### config.mk
export PLATFORM = sky130hd
export DESIGN_NAME = dma_channel
export DESIGN_NICKNAME = d
export VERILOG_FILES = /design/src/rtl/dma_pkg.sv /design/src/rtl/dma_regs.sv /design/src/rtl/dma_route.sv /design/src/rtl/dma_seq.sv /design/src/rtl/dma_channel.sv
export SDC_FILE = /design/constraint.sdc
export NUM_CORES = 1
export LEC_CHECK = 0
export ABC_AREA = 1
export BUFFER_PORTS_ARGS = -buffer_cell sky130_fd_sc_hd__buf_4
export CORE_MARGIN = 2
export CORE_UTILIZATION = 25
export CTS_BUF_LIST = sky130_fd_sc_hd__clkbuf_4 sky130_fd_sc_hd__clkbuf_8
export CTS_CLUSTER_DIAMETER = 120
export DETAILED_ROUTE_END_ITERATION = 7
export PLACE_DENSITY = 0.49
export SYNTH_ARGS = -nofsm -noshare
export SYNTH_HDL_FRONTEND = slang
export SYNTH_SLANG_ARGS = --single-unit
### constraint.sdc
create_clock -name clk -period 2 [get_ports clk]
set_input_delay 0.2 -clock clk [delete_from_list [all_inputs] [get_ports clk]]
set_output_delay 0.2 -clock clk [all_outputs]
set_load 0.02 [all_outputs]
### src/rtl/dma_pkg.sv
package dma_pkg;

    typedef enum logic [2:0] {
        ST_IDLE,
        ST_REQ,
        ST_READ,
        ST_WRITE,
        ST_YIELD,
        ST_FINISH
    } dma_state_t;

    localparam logic [1:0] SEL_ADDR = 2'd0;
    localparam logic [1:0] SEL_CNT  = 2'd1;
    localparam logic [1:0] SEL_CTRL = 2'd2;

    localparam int BIT_GO    = 0;
    localparam int BIT_DIR   = 1;
    localparam int BIT_IE    = 2;
    localparam int BIT_BURST = 3;
    localparam int BIT_DONE  = 4;
    localparam int BIT_IRQ   = 5;
    localparam int BIT_BUSY  = 6;

endpackage

### src/rtl/dma_regs.sv
module dma_regs #(
    parameter int ADDR_W = 16,
    parameter int CNT_W  = 16,
    parameter int DATA_W = 32
) (
    input  logic              clk,
    input  logic              rst_n,
    input  logic [1:0]        cfg_sel,
    input  logic              cfg_wr,
    input  logic              cfg_rd,
    input  logic [DATA_W-1:0] cfg_wdata,
    output logic [DATA_W-1:0] cfg_rdata,
    input  logic              busy,
    input  logic              step,
    input  logic              blk_done,
    output logic [ADDR_W-1:0] cur_addr,
    output logic              cnt_zero,
    output logic              cnt_last,
    output logic              dir_m2d,
    output logic              burst,
    output logic              start,
    output logic              irq
);
    import dma_pkg::*;

    localparam logic [CNT_W-1:0] CNT_ONE = CNT_W'(1);

    logic [ADDR_W-1:0] addr_q;
    logic [CNT_W-1:0]  cnt_q;
    logic              dir_q, ie_q, burst_q, done_q, irq_q;
    logic              ctrl_hit, cfg_open;

    assign ctrl_hit = (cfg_sel == SEL_CTRL) && (cfg_wr || cfg_rd);
    assign cfg_open = cfg_wr && !busy;
    assign start    = cfg_open && (cfg_sel == SEL_CTRL) && cfg_wdata[BIT_GO];

    always_ff @(posedge clk or negedge rst_n) begin
        if (!rst_n) begin
            addr_q  <= '0;
            cnt_q   <= '0;
            dir_q   <= 1'b0;
            ie_q    <= 1'b0;
            burst_q <= 1'b0;
            done_q  <= 1'b0;
            irq_q   <= 1'b0;
        end else begin
            if (step) begin
                addr_q <= addr_q + 1'b1;
                cnt_q  <= cnt_q - CNT_ONE;
            end else if (cfg_open && cfg_sel == SEL_ADDR) begin
                addr_q <= cfg_wdata[ADDR_W-1:0];
            end else if (cfg_open && cfg_sel == SEL_CNT) begin
                cnt_q <= cfg_wdata[CNT_W-1:0];
            end
            if (cfg_open && cfg_sel == SEL_CTRL) begin
                dir_q   <= cfg_wdata[BIT_DIR];
                ie_q    <= cfg_wdata[BIT_IE];
                burst_q <= cfg_wdata[BIT_BURST];
            end
            if (start)
                done_q <= 1'b0;
            else if (blk_done)
                done_q <= 1'b1;
            if (blk_done && ie_q)
                irq_q <= 1'b1;
            else if (ctrl_hit)
                irq_q <= 1'b0;
        end
    end

    always_comb begin
        cfg_rdata = '0;
        unique case (cfg_sel)
            SEL_ADDR: cfg_rdata = DATA_W'(addr_q);
            SEL_CNT:  cfg_rdata = DATA_W'(cnt_q);
            SEL_CTRL: begin
                cfg_rdata[BIT_DIR]   = dir_q;
                cfg_rdata[BIT_IE]    = ie_q;
                cfg_rdata[BIT_BURST] = burst_q;
                cfg_rdata[BIT_DONE]  = done_q;
                cfg_rdata[BIT_IRQ]   = irq_q;
                cfg_rdata[BIT_BUSY]  = busy;
            end
            default: cfg_rdata = '0;
        endcase
    end

    assign cur_addr = addr_q;
    assign cnt_zero = (cnt_q == '0);
    assign cnt_last = (cnt_q == CNT_ONE);
    assign dir_m2d  = dir_q;
    assign burst    = burst_q;
    assign irq      = irq_q;

    // every completed word moves address and count by one
    a_r5_step_moves: assert property (@(posedge clk) disable iff (!rst_n)
        step |=> (cnt_q == $past(cnt_q) - CNT_ONE) && (addr_q == $past(addr_q) + 1'b1));

    // programmed values hold while busy apart from stepping
    a_r12_locked_busy: assert property (@(posedge clk) disable iff (!rst_n)
        (busy && !step) |=> $stable(addr_q) && $stable(cnt_q));

    // a control access clears a pending interrupt
    a_r10_irq_clear: assert property (@(posedge clk) disable iff (!rst_n)
        (ctrl_hit && irq_q && !blk_done) |=> !irq_q);

    // interrupt only rises from an enabled completion
    a_r9_irq_source: assert property (@(posedge clk) disable iff (!rst_n)
        $rose(irq_q) |-> $past(blk_done && ie_q));

endmodule

### src/rtl/dma_route.sv
module dma_route #(
    parameter int DATA_W = 32
) (
    input  logic              clk,
    input  logic              rst_n,
    input  logic              dir_m2d,
    input  logic              src_rd,
    input  logic              dst_wr,
    output logic              src_ack,
    output logic              dst_ack,
    output logic              mem_rd,
    output logic              mem_wr,
    output logic [DATA_W-1:0] mem_wdata,
    input  logic [DATA_W-1:0] mem_rdata,
    input  logic              mem_ack,
    output logic              dev_rd,
    output logic              dev_wr,
    output logic [DATA_W-1:0] dev_wdata,
    input  logic [DATA_W-1:0] dev_rdata,
    input  logic              dev_ack
);
    logic [DATA_W-1:0] hold_q;

    assign mem_rd  = src_rd &&  dir_m2d;
    assign dev_rd  = src_rd && !dir_m2d;
    assign dev_wr  = dst_wr &&  dir_m2d;
    assign mem_wr  = dst_wr && !dir_m2d;
    assign src_ack = dir_m2d ? mem_ack : dev_ack;
    assign dst_ack = dir_m2d ? dev_ack : mem_ack;

    always_ff @(posedge clk or negedge rst_n) begin
        if (!rst_n)
            hold_q <= '0;
        else if (src_rd && src_ack)
            hold_q <= dir_m2d ? mem_rdata : dev_rdata;
    end

    assign mem_wdata = hold_q;
    assign dev_wdata = hold_q;

    // at most one side is strobed at any time
    a_r3_one_strobe: assert property (@(posedge clk) disable iff (!rst_n)
        $onehot0({mem_rd, mem_wr, dev_rd, dev_wr}));

endmodule

### src/rtl/dma_seq.sv
module dma_seq (
    input  logic clk,
    input  logic rst_n,
    input  logic start,
    input  logic cnt_zero,
    input  logic cnt_last,
    input  logic burst,
    input  logic bus_gnt,
    input  logic src_ack,
    input  logic dst_ack,
    output logic bus_req,
    output logic src_rd,
    output logic dst_wr,
    output logic step,
    output logic blk_done,
    output logic busy
);
    import dma_pkg::*;

    dma_state_t state_q, state_d;

    always_ff @(posedge clk or negedge rst_n) begin
        if (!rst_n)
            state_q <= ST_IDLE;
        else
            state_q <= state_d;
    end

    always_comb begin
        state_d = state_q;
        unique case (state_q)
            ST_IDLE:   if (start) state_d = cnt_zero ? ST_FINISH : ST_REQ;
            ST_REQ:    if (bus_gnt) state_d = ST_READ;
            ST_READ:   if (bus_gnt && src_ack) state_d = ST_WRITE;
            ST_WRITE:  if (bus_gnt && dst_ack) begin
                           if (cnt_last)   state_d = ST_FINISH;
                           else if (burst) state_d = ST_READ;
                           else            state_d = ST_YIELD;
                       end
            ST_YIELD:  state_d = ST_REQ;
            ST_FINISH: state_d = ST_IDLE;
            default:   state_d = ST_IDLE;
        endcase
    end

    always_comb begin
        bus_req  = 1'b0;
        src_rd   = 1'b0;
        dst_wr   = 1'b0;
        step     = 1'b0;
        blk_done = 1'b0;
        busy     = (state_q != ST_IDLE);
        unique case (state_q)
            ST_IDLE:   ;
            ST_REQ:    bus_req = 1'b1;
            ST_READ: begin
                bus_req = 1'b1;
                src_rd  = bus_gnt;
            end
            ST_WRITE: begin
                bus_req = 1'b1;
                dst_wr  = bus_gnt;
                step    = bus_gnt && dst_ack;
            end
            ST_YIELD:  ;
            ST_FINISH: blk_done = 1'b1;
            default:   ;
        endcase
    end

    // strobes only under grant
    a_r4_grant_only: assert property (@(posedge clk) disable iff (!rst_n)
        (src_rd || dst_wr) |-> bus_gnt);

    // cycle steal gives the bus back after a word
    a_r6_steal_release: assert property (@(posedge clk) disable iff (!rst_n)
        (step && !burst && !cnt_last) |=> !bus_req);

    // burst keeps the bus between words
    a_r7_burst_hold: assert property (@(posedge clk) disable iff (!rst_n)
        (step && burst && !cnt_last) |=> bus_req);

    // an empty block never asks for the bus
    a_r11_zero_no_req: assert property (@(posedge clk) disable iff (!rst_n)
        (start && cnt_zero && !busy) |=> !bus_req && blk_done);

    // the last word leads straight to completion
    a_r8_last_done: assert property (@(posedge clk) disable iff (!rst_n)
        (step && cnt_last) |=> blk_done);

endmodule

### src/rtl/dma_channel.sv
module dma_channel #(
    parameter int ADDR_W = 16,
    parameter int CNT_W  = 16,
    parameter int DATA_W = 32
) (
    input  logic              clk,
    input  logic              rst_n,
    input  logic [1:0]        cfg_sel,
    input  logic              cfg_wr,
    input  logic              cfg_rd,
    input  logic [DATA_W-1:0] cfg_wdata,
    output logic [DATA_W-1:0] cfg_rdata,
    output logic              bus_req,
    input  logic              bus_gnt,
    output logic [ADDR_W-1:0] mem_addr,
    output logic              mem_rd,
    output logic              mem_wr,
    output logic [DATA_W-1:0] mem_wdata,
    input  logic [DATA_W-1:0] mem_rdata,
    input  logic              mem_ack,
    output logic              dev_rd,
    output logic              dev_wr,
    output logic [DATA_W-1:0] dev_wdata,
    input  logic [DATA_W-1:0] dev_rdata,
    input  logic              dev_ack,
    output logic              irq
);
    logic busy, step, blk_done, cnt_zero, cnt_last, dir_m2d, burst, start;
    logic src_rd, dst_wr, src_ack, dst_ack;

    dma_regs #(.ADDR_W(ADDR_W), .CNT_W(CNT_W), .DATA_W(DATA_W)) u_regs (
        .clk(clk), .rst_n(rst_n),
        .cfg_sel(cfg_sel), .cfg_wr(cfg_wr), .cfg_rd(cfg_rd),
        .cfg_wdata(cfg_wdata), .cfg_rdata(cfg_rdata),
        .busy(busy), .step(step), .blk_done(blk_done),
        .cur_addr(mem_addr), .cnt_zero(cnt_zero), .cnt_last(cnt_last),
        .dir_m2d(dir_m2d), .burst(burst), .start(start), .irq(irq)
    );

    dma_seq u_seq (
        .clk(clk), .rst_n(rst_n),
        .start(start), .cnt_zero(cnt_zero), .cnt_last(cnt_last),
        .burst(burst), .bus_gnt(bus_gnt),
        .src_ack(src_ack), .dst_ack(dst_ack),
        .bus_req(bus_req), .src_rd(src_rd), .dst_wr(dst_wr),
        .step(step), .blk_done(blk_done), .busy(busy)
    );

    dma_route #(.DATA_W(DATA_W)) u_route (
        .clk(clk), .rst_n(rst_n),
        .dir_m2d(dir_m2d), .src_rd(src_rd), .dst_wr(dst_wr),
        .src_ack(src_ack), .dst_ack(dst_ack),
        .mem_rd(mem_rd), .mem_wr(mem_wr), .mem_wdata(mem_wdata),
        .mem_rdata(mem_rdata), .mem_ack(mem_ack),
        .dev_rd(dev_rd), .dev_wr(dev_wr), .dev_wdata(dev_wdata),
        .dev_rdata(dev_rdata), .dev_ack(dev_ack)
    );

endmodule

Word level (Yosys, flattened, before mapping)
Cells that the tools add are included.

Flip-flop bits (word level): 72. Output and inout port bits: 118. Word-level logic and storage cells: 80. Input port bits: 105.

Muxes and demuxes: 28. Reduce and logical (&&, ||, !) cells: 28. Equality and inequality tests: 13. $add $sub $neg: 2.

Operator list (count): 2-to-1 mux 16 bit (5); 2-to-1 mux 32 bit (1); 2-to-1 mux 3 bit (7); case mux 6 bit (3 select lines) (1); case mux 9 bit (2 select lines) (1); adder 16 x 1 -> 16 bit, second input constant (1); equality test 16 x 1 -> 1 bit, second input constant (1); zero test 16 bit (1); subtractor 16 x 1 -> 16 bit, second input constant (1); case mux 3 bit (5 select lines) (1); logical AND 1 bit (14); 2-to-1 mux 1 bit (11); nonzero test 2 bit (4); equality test 3 x 2 -> 1 bit, second input constant (2); equality test 3 bit, second input constant (2); inequality test 2 bit, second input constant (3); inequality test 2 x 1 -> 1 bit, second input constant (2); AND reduction 4 bit (1); equality test 3 x 1 -> 1 bit, second input constant (1); zero test 3 bit (1); nonzero test 3 bit (1); OR reduction 3 bit (1); equality test 2 x 1 -> 1 bit, second input constant (1); equality test 2 bit, second input constant (1); other kinds (5) (6).

Logic depth before layout (Yosys ltp)
Word-level depth: 7. Gate-level depth with buffers: 11. Depth with buffers taken out: 9.

By module
From an unflattened synthesis, not the netlist that was laid out.

Cell total of the unflattened synthesis: 760. Area total of the unflattened synthesis: 5068.6 um2.

Modules (own cells, without submodules): dma_regs (instances 1, sequential area each 925.9 um2, area an instance 2757.6 um2, cells each 415); dma_route (instances 1, sequential area each 800.8 um2, area an instance 1979.4 um2, cells each 292); dma_seq (instances 1, sequential area each 75.1 um2, area an instance 331.6 um2, cells each 53).

Worst setup path after synthesis
No wires, ideal clock.

Path type: register to output. From: register u_regs.dir_q (netlist: u_regs.dir_m2d). To: output port dev_wr. Cell stages (with the launch flop): 6. Path buffers: 3. Required time: 1.800 ns. Data arrival time: 1.311 ns. Path slack: 0.489 ns. Cells stage by stage: dfrtp_1 -> buf_4 -> inv_2 -> buf_6 -> clkbuf_1 -> nor3_1.

Longest elaborated chain between the ends: 1.

Ends and longest elaborated chain: start: declaration (line dma_regs.sv:30) `logic dir_q, ie_q, burst_q, done_q, irq_q;`; start signal: assignment (line dma_regs.sv:56) `dir_q <= cfg_wdata[BIT_DIR];`; logical AND 1 bit (line dma_route.sv:26) `assign dev_wr = dst_wr && dir_m2d;`; end: declaration (line dma_channel.sv:22) `output logic dev_wr,`.

Every way passes these cells.

Final worst setup path
From: register u_seq.state_q[0]. To: output port cfg_rdata[6].

Longest elaborated chain between the ends: 2.

Ends and longest elaborated chain: start: declaration (line dma_seq.sv:20) `dma_state_t state_q, state_d;`; start signal: assignment (line dma_seq.sv:26) `state_q <= state_d;`; nonzero test 3 bit (line dma_seq.sv:52) `busy = (state_q != ST_IDLE);`; case mux 6 bit (3 select lines) (line dma_regs.sv:73) `unique case (cfg_sel)`; end: declaration (line dma_channel.sv:12) `output logic [DATA_W-1:0] cfg_rdata,`.

Every way passes these cells.

==> results list <==
- The flow ran to the end, and the final reports show no timing, DRC or antenna violations.
- Clock power frac: 0.129
* Clock transition at the registers of the reported paths: 0.08 ns
- The number of clock buffers added by TritonCTS is 9.
- Number of standard cells after synthesis: 662
* Static leakage power: 3.16 nW
* Number of global-route vias before repair: 4727
- In this run, synthesis inferred 0 flip-flops with an integrated enable.
- For the worst setup path, the data arrival time is 1.67 ns.
- First-pass GRT wire length: 26200 um
* Max-slew violation count: 0
- Dividing the final minimum period by the clock period gives 0.937.
- Number of nets at the end of the flow: 936
* Worst skew pair latency: 0.37 ns
* Site row count: 50
- Avg Vias per Cell: 4.59
- Summing every instance area after synthesis gives 0.00472 mm^2.
- The first detailed-routing pass took 5 iterations.
* Total area of multi-input combinational cells: 0.00223 mm^2
- The most used flip-flop cell after synthesis is dfrtp_1.
* DRC marker count from the first detailed-route iteration: 237
- Number of fillers in the final layout: 2009
- Once detail routing completed, the nets flagged for antenna violations numbered 0.
- The share of total power dissipated in combinational logic is 0.575.
- For this configuration, the core starts out at a cell density of 0.254.
- Maximum achievable frequency: 534 MHz
- The synthesized design spends more area on one cell type than any other, namely dfrtp_1.
* Final wirelength: 17000 um
- The share of synthesized area in the top cell type comes to 0.382.
- The worst setup path is of the reg2out kind.
- Highest net fanout along the worst path: 7
- In this run the horizontal extent of the chip is 141 um.
- Setup violations remaining at the end of the flow were counted as 0.
- Total of max-cap violations: 0
- Leaving out filler cells and counting taps, the final layout contains 1067.
- The routed design could run at a clock period as short as 1.87 ns.
- Diode insertion count for antenna repair: 0
* Io pins: 223
- Setup TNS Final: 0 ns
* Reg2reg setup slack: 0.28 ns
* Element type at the critical path start: register
- Largest cells by area after synthesis: dfrtp_1, nand2_1, buf_4
* Post-CTS repair timing setup buffer count: 0
- After floorplanning, the core was sized to cover 0.0186 mm^2.
- The number of antenna violations at the first check in global routing was 0.
* Number of warnings issued by yosys: 0
* Unrepaired setup endpoints after global routing: no
- Clk root buf: clkbuf_8
- HPWL after detailed placement: 13300 um
* Fraction of registers with async set or reset after synthesis: 1.00
- Entering global routing, the biggest net connects 43 pins.
- Fraction of the yosys area taken by sequential cells: 0.382
- Of the total power, registers draw 0.296.
- For the worst setup path, the data required time is 1.80 ns.
- STA classifies the critical path endpoint as a primary output.
* All-Layer GR Usage: 0.169
* Power Dens Cells: 1590 mW/mm^2
- On the final layout, the worst hold slack is 0.0529 ns.
* Via count: 4897
- The sequential cells in the finished layout cover a total of 0.00180 mm^2.
- Number of instances in the placed design: 1050
- Placed standard-cell area: 0.00615 mm^2
* Synth unique cells: 32
- Number of input and output port buffers inserted: 190
* Avg Synthesized Cell Area: 7.13 um^2
* Overall power of the completed layout: 0.0101 W
* Highest ir drop seen on vdd: 0.484 mV
- From bottom edge to top edge, the die measures 141 um.
- The number of hold violations in the final report was 0.
- In the final routed layout, each cell accounts on average for 15.9 um.
- Of the cells placed in the final design, the portion with a size suffix greater than 1 is 0.298.
* Overall die area: 0.0200 mm^2
- Routability-driven placement finished with a final weighted congestion of 0.875.
- Sum of overflow across all layers after global routing: 0
- Clk buf depth: 2
- In this run the worst hold path is classified as in2reg.
- Clock Sink Count: 72
- Area added between synthesis and finish: 35.5%
- Switching part of the total power: 0.488
- The internal portion of the total power is 0.00519 W.
- TritonCTS built the clock tree.
- Clock Skew: 0.00974 ns
- Synthesis inferred 72 register bits.
- The finished cells cover 0.00639 mm^2.
- The clock tree synthesis step divided the H-tree into 3 levels.
- For this design the total switching power over the nets is 0.00494 W.
- After detailed routing, the number of remaining DRC violations is 0.
[layer usage]
layer  wire [um]  vias up  GRT usage
met5           0        -          0
met4         262        0     0.0505
met1        7470     2239      0.215
met2        7950      202      0.285
li1            -     2439          -
met3        1310       17     0.0405
[timing repair]
item | CTS | global route
hold buffers | 1 | 0
resized for setup | 1 | 2
hold endpoints to repair | 24 | 0
setup endpoints to repair | 1 | 1
[critical path, stage by stage (launching register included)]
cell,delay (ns)
dfrtp_2,0.46
nor2_2,0.17
nand2_2,0.12
a22oi_1,0.18
o21ai_0,0.17
buf_4,0.20
[synthesized netlist by cell type (5+ instances only)]
cell      instances
nand2_1         199
nor2_1           80
dfrtp_1          72
inv_1            56
buf_4            52
nand3_1          47
a31oi_1          33
o21ai_0          24
a21oi_1          12
o211ai_1         11
clkbuf_1          9
o22ai_1           9
buf_6             7
nand4_1           6
nor3_1            6
nand2_2           5
nor2_4            5
o221ai_1          5
[power by group through the flow]
stage	clock network [W]	logic [W]	registers (W)
detailed placement	0	0.00588	0.00303
CTS	0.00138	0.00590	0.00300
floorplan	0	0.00339	0.00338
global route	0.00143	0.00639	0.00311
finish	0.00131	0.00583	0.00299
global placement	0	0.00588	0.00301
[area by class of cell]
class,instances,share of cell area
sequential,72,0.282
tap,234,0.0458
clock inverter,2,0.00548
multi-input combinational,474,0.349
clock buffer,14,0.0292
timing repair buffer,212,0.253
inverter,59,0.0347
[placed cells by master (no fill, tap or decap)]
cell type	netlist	final
a31oi_1	33	33
nor3_1	6	6
o211ai_2	3	3
a2bb2oi_1	1	1
buf_12	0	2
nor2_2	0	1
ha_1	3	3
o21ai_0	24	24
a21oi_1	12	12
nor2_1	80	79
a22oi_1	1	1
nand3_1	47	47
clkbuf_4	0	1
nand2_1	199	198
inv_1	56	56
nor2_4	5	5
nand4_4	1	1
clkinv_2	0	1
or2_2	1	1
o31ai_1	1	1
nand3_2	1	1
bufinv_16	0	1
nand4_1	6	6
clkbuf_8	0	13
o221ai_1	5	5
conb_1	1	16
dfrtp_2	0	1
inv_2	2	2
dfrtp_1	72	71
clkinv_1	1	1
o211ai_1	11	11
o22ai_1	9	9
nand2_2	5	6
a22o_1	1	1
o21ai_1	3	3
buf_4	52	209
dlygate4sd3_1	0	1
[sequential cells by signal, summed over array words and instances (netlist names)]
name	flops
u_regs.ie_q	1
u_route.dev_wdata	32
u_regs.dir_m2d	1
u_regs.irq	1
u_regs.burst	1
u_seq.state_q	3
u_regs.cnt_q	16
u_regs.cur_addr	16
u_regs.done_q	1
[cells by family after synthesis]
group | synth area share
adders and majority gates | 0.00796
other | 0.000795
AOI/OAI and AO/OA | 0.139
and+or+nand+nor | 0.313
buffers and inverters | 0.158
DFF | 0.382
[stage by stage]
stage	utilization	setup WS, ns
finish	0.344	0.127
detailed placement	0.331	0.220
CTS	0.344	0.0256
global route	0.344	0.0114
global placement	0.331	0.257
floorplan	-	0.489
[worst paths after layout]
check / start / depth (start not counted) / end
hold / removal: cfg_wdata[6] / 3 / u_regs.cnt_q[6]
max in group asynchronous: rst_n / 3 / u_route.dev_wdata[10]
hold reg to reg: u_regs.ie_q / 2 / u_regs.ie_q
setup reg to reg: u_regs.cnt_q[1] / 9 / u_regs.cnt_q[10]
setup / recovery: u_seq.state_q[0] / 5 / cfg_rdata[6]
min in group asynchronous: rst_n / 2 / u_regs.cnt_q[15]
No activity file was read; power rests on OpenSTA's default activity.
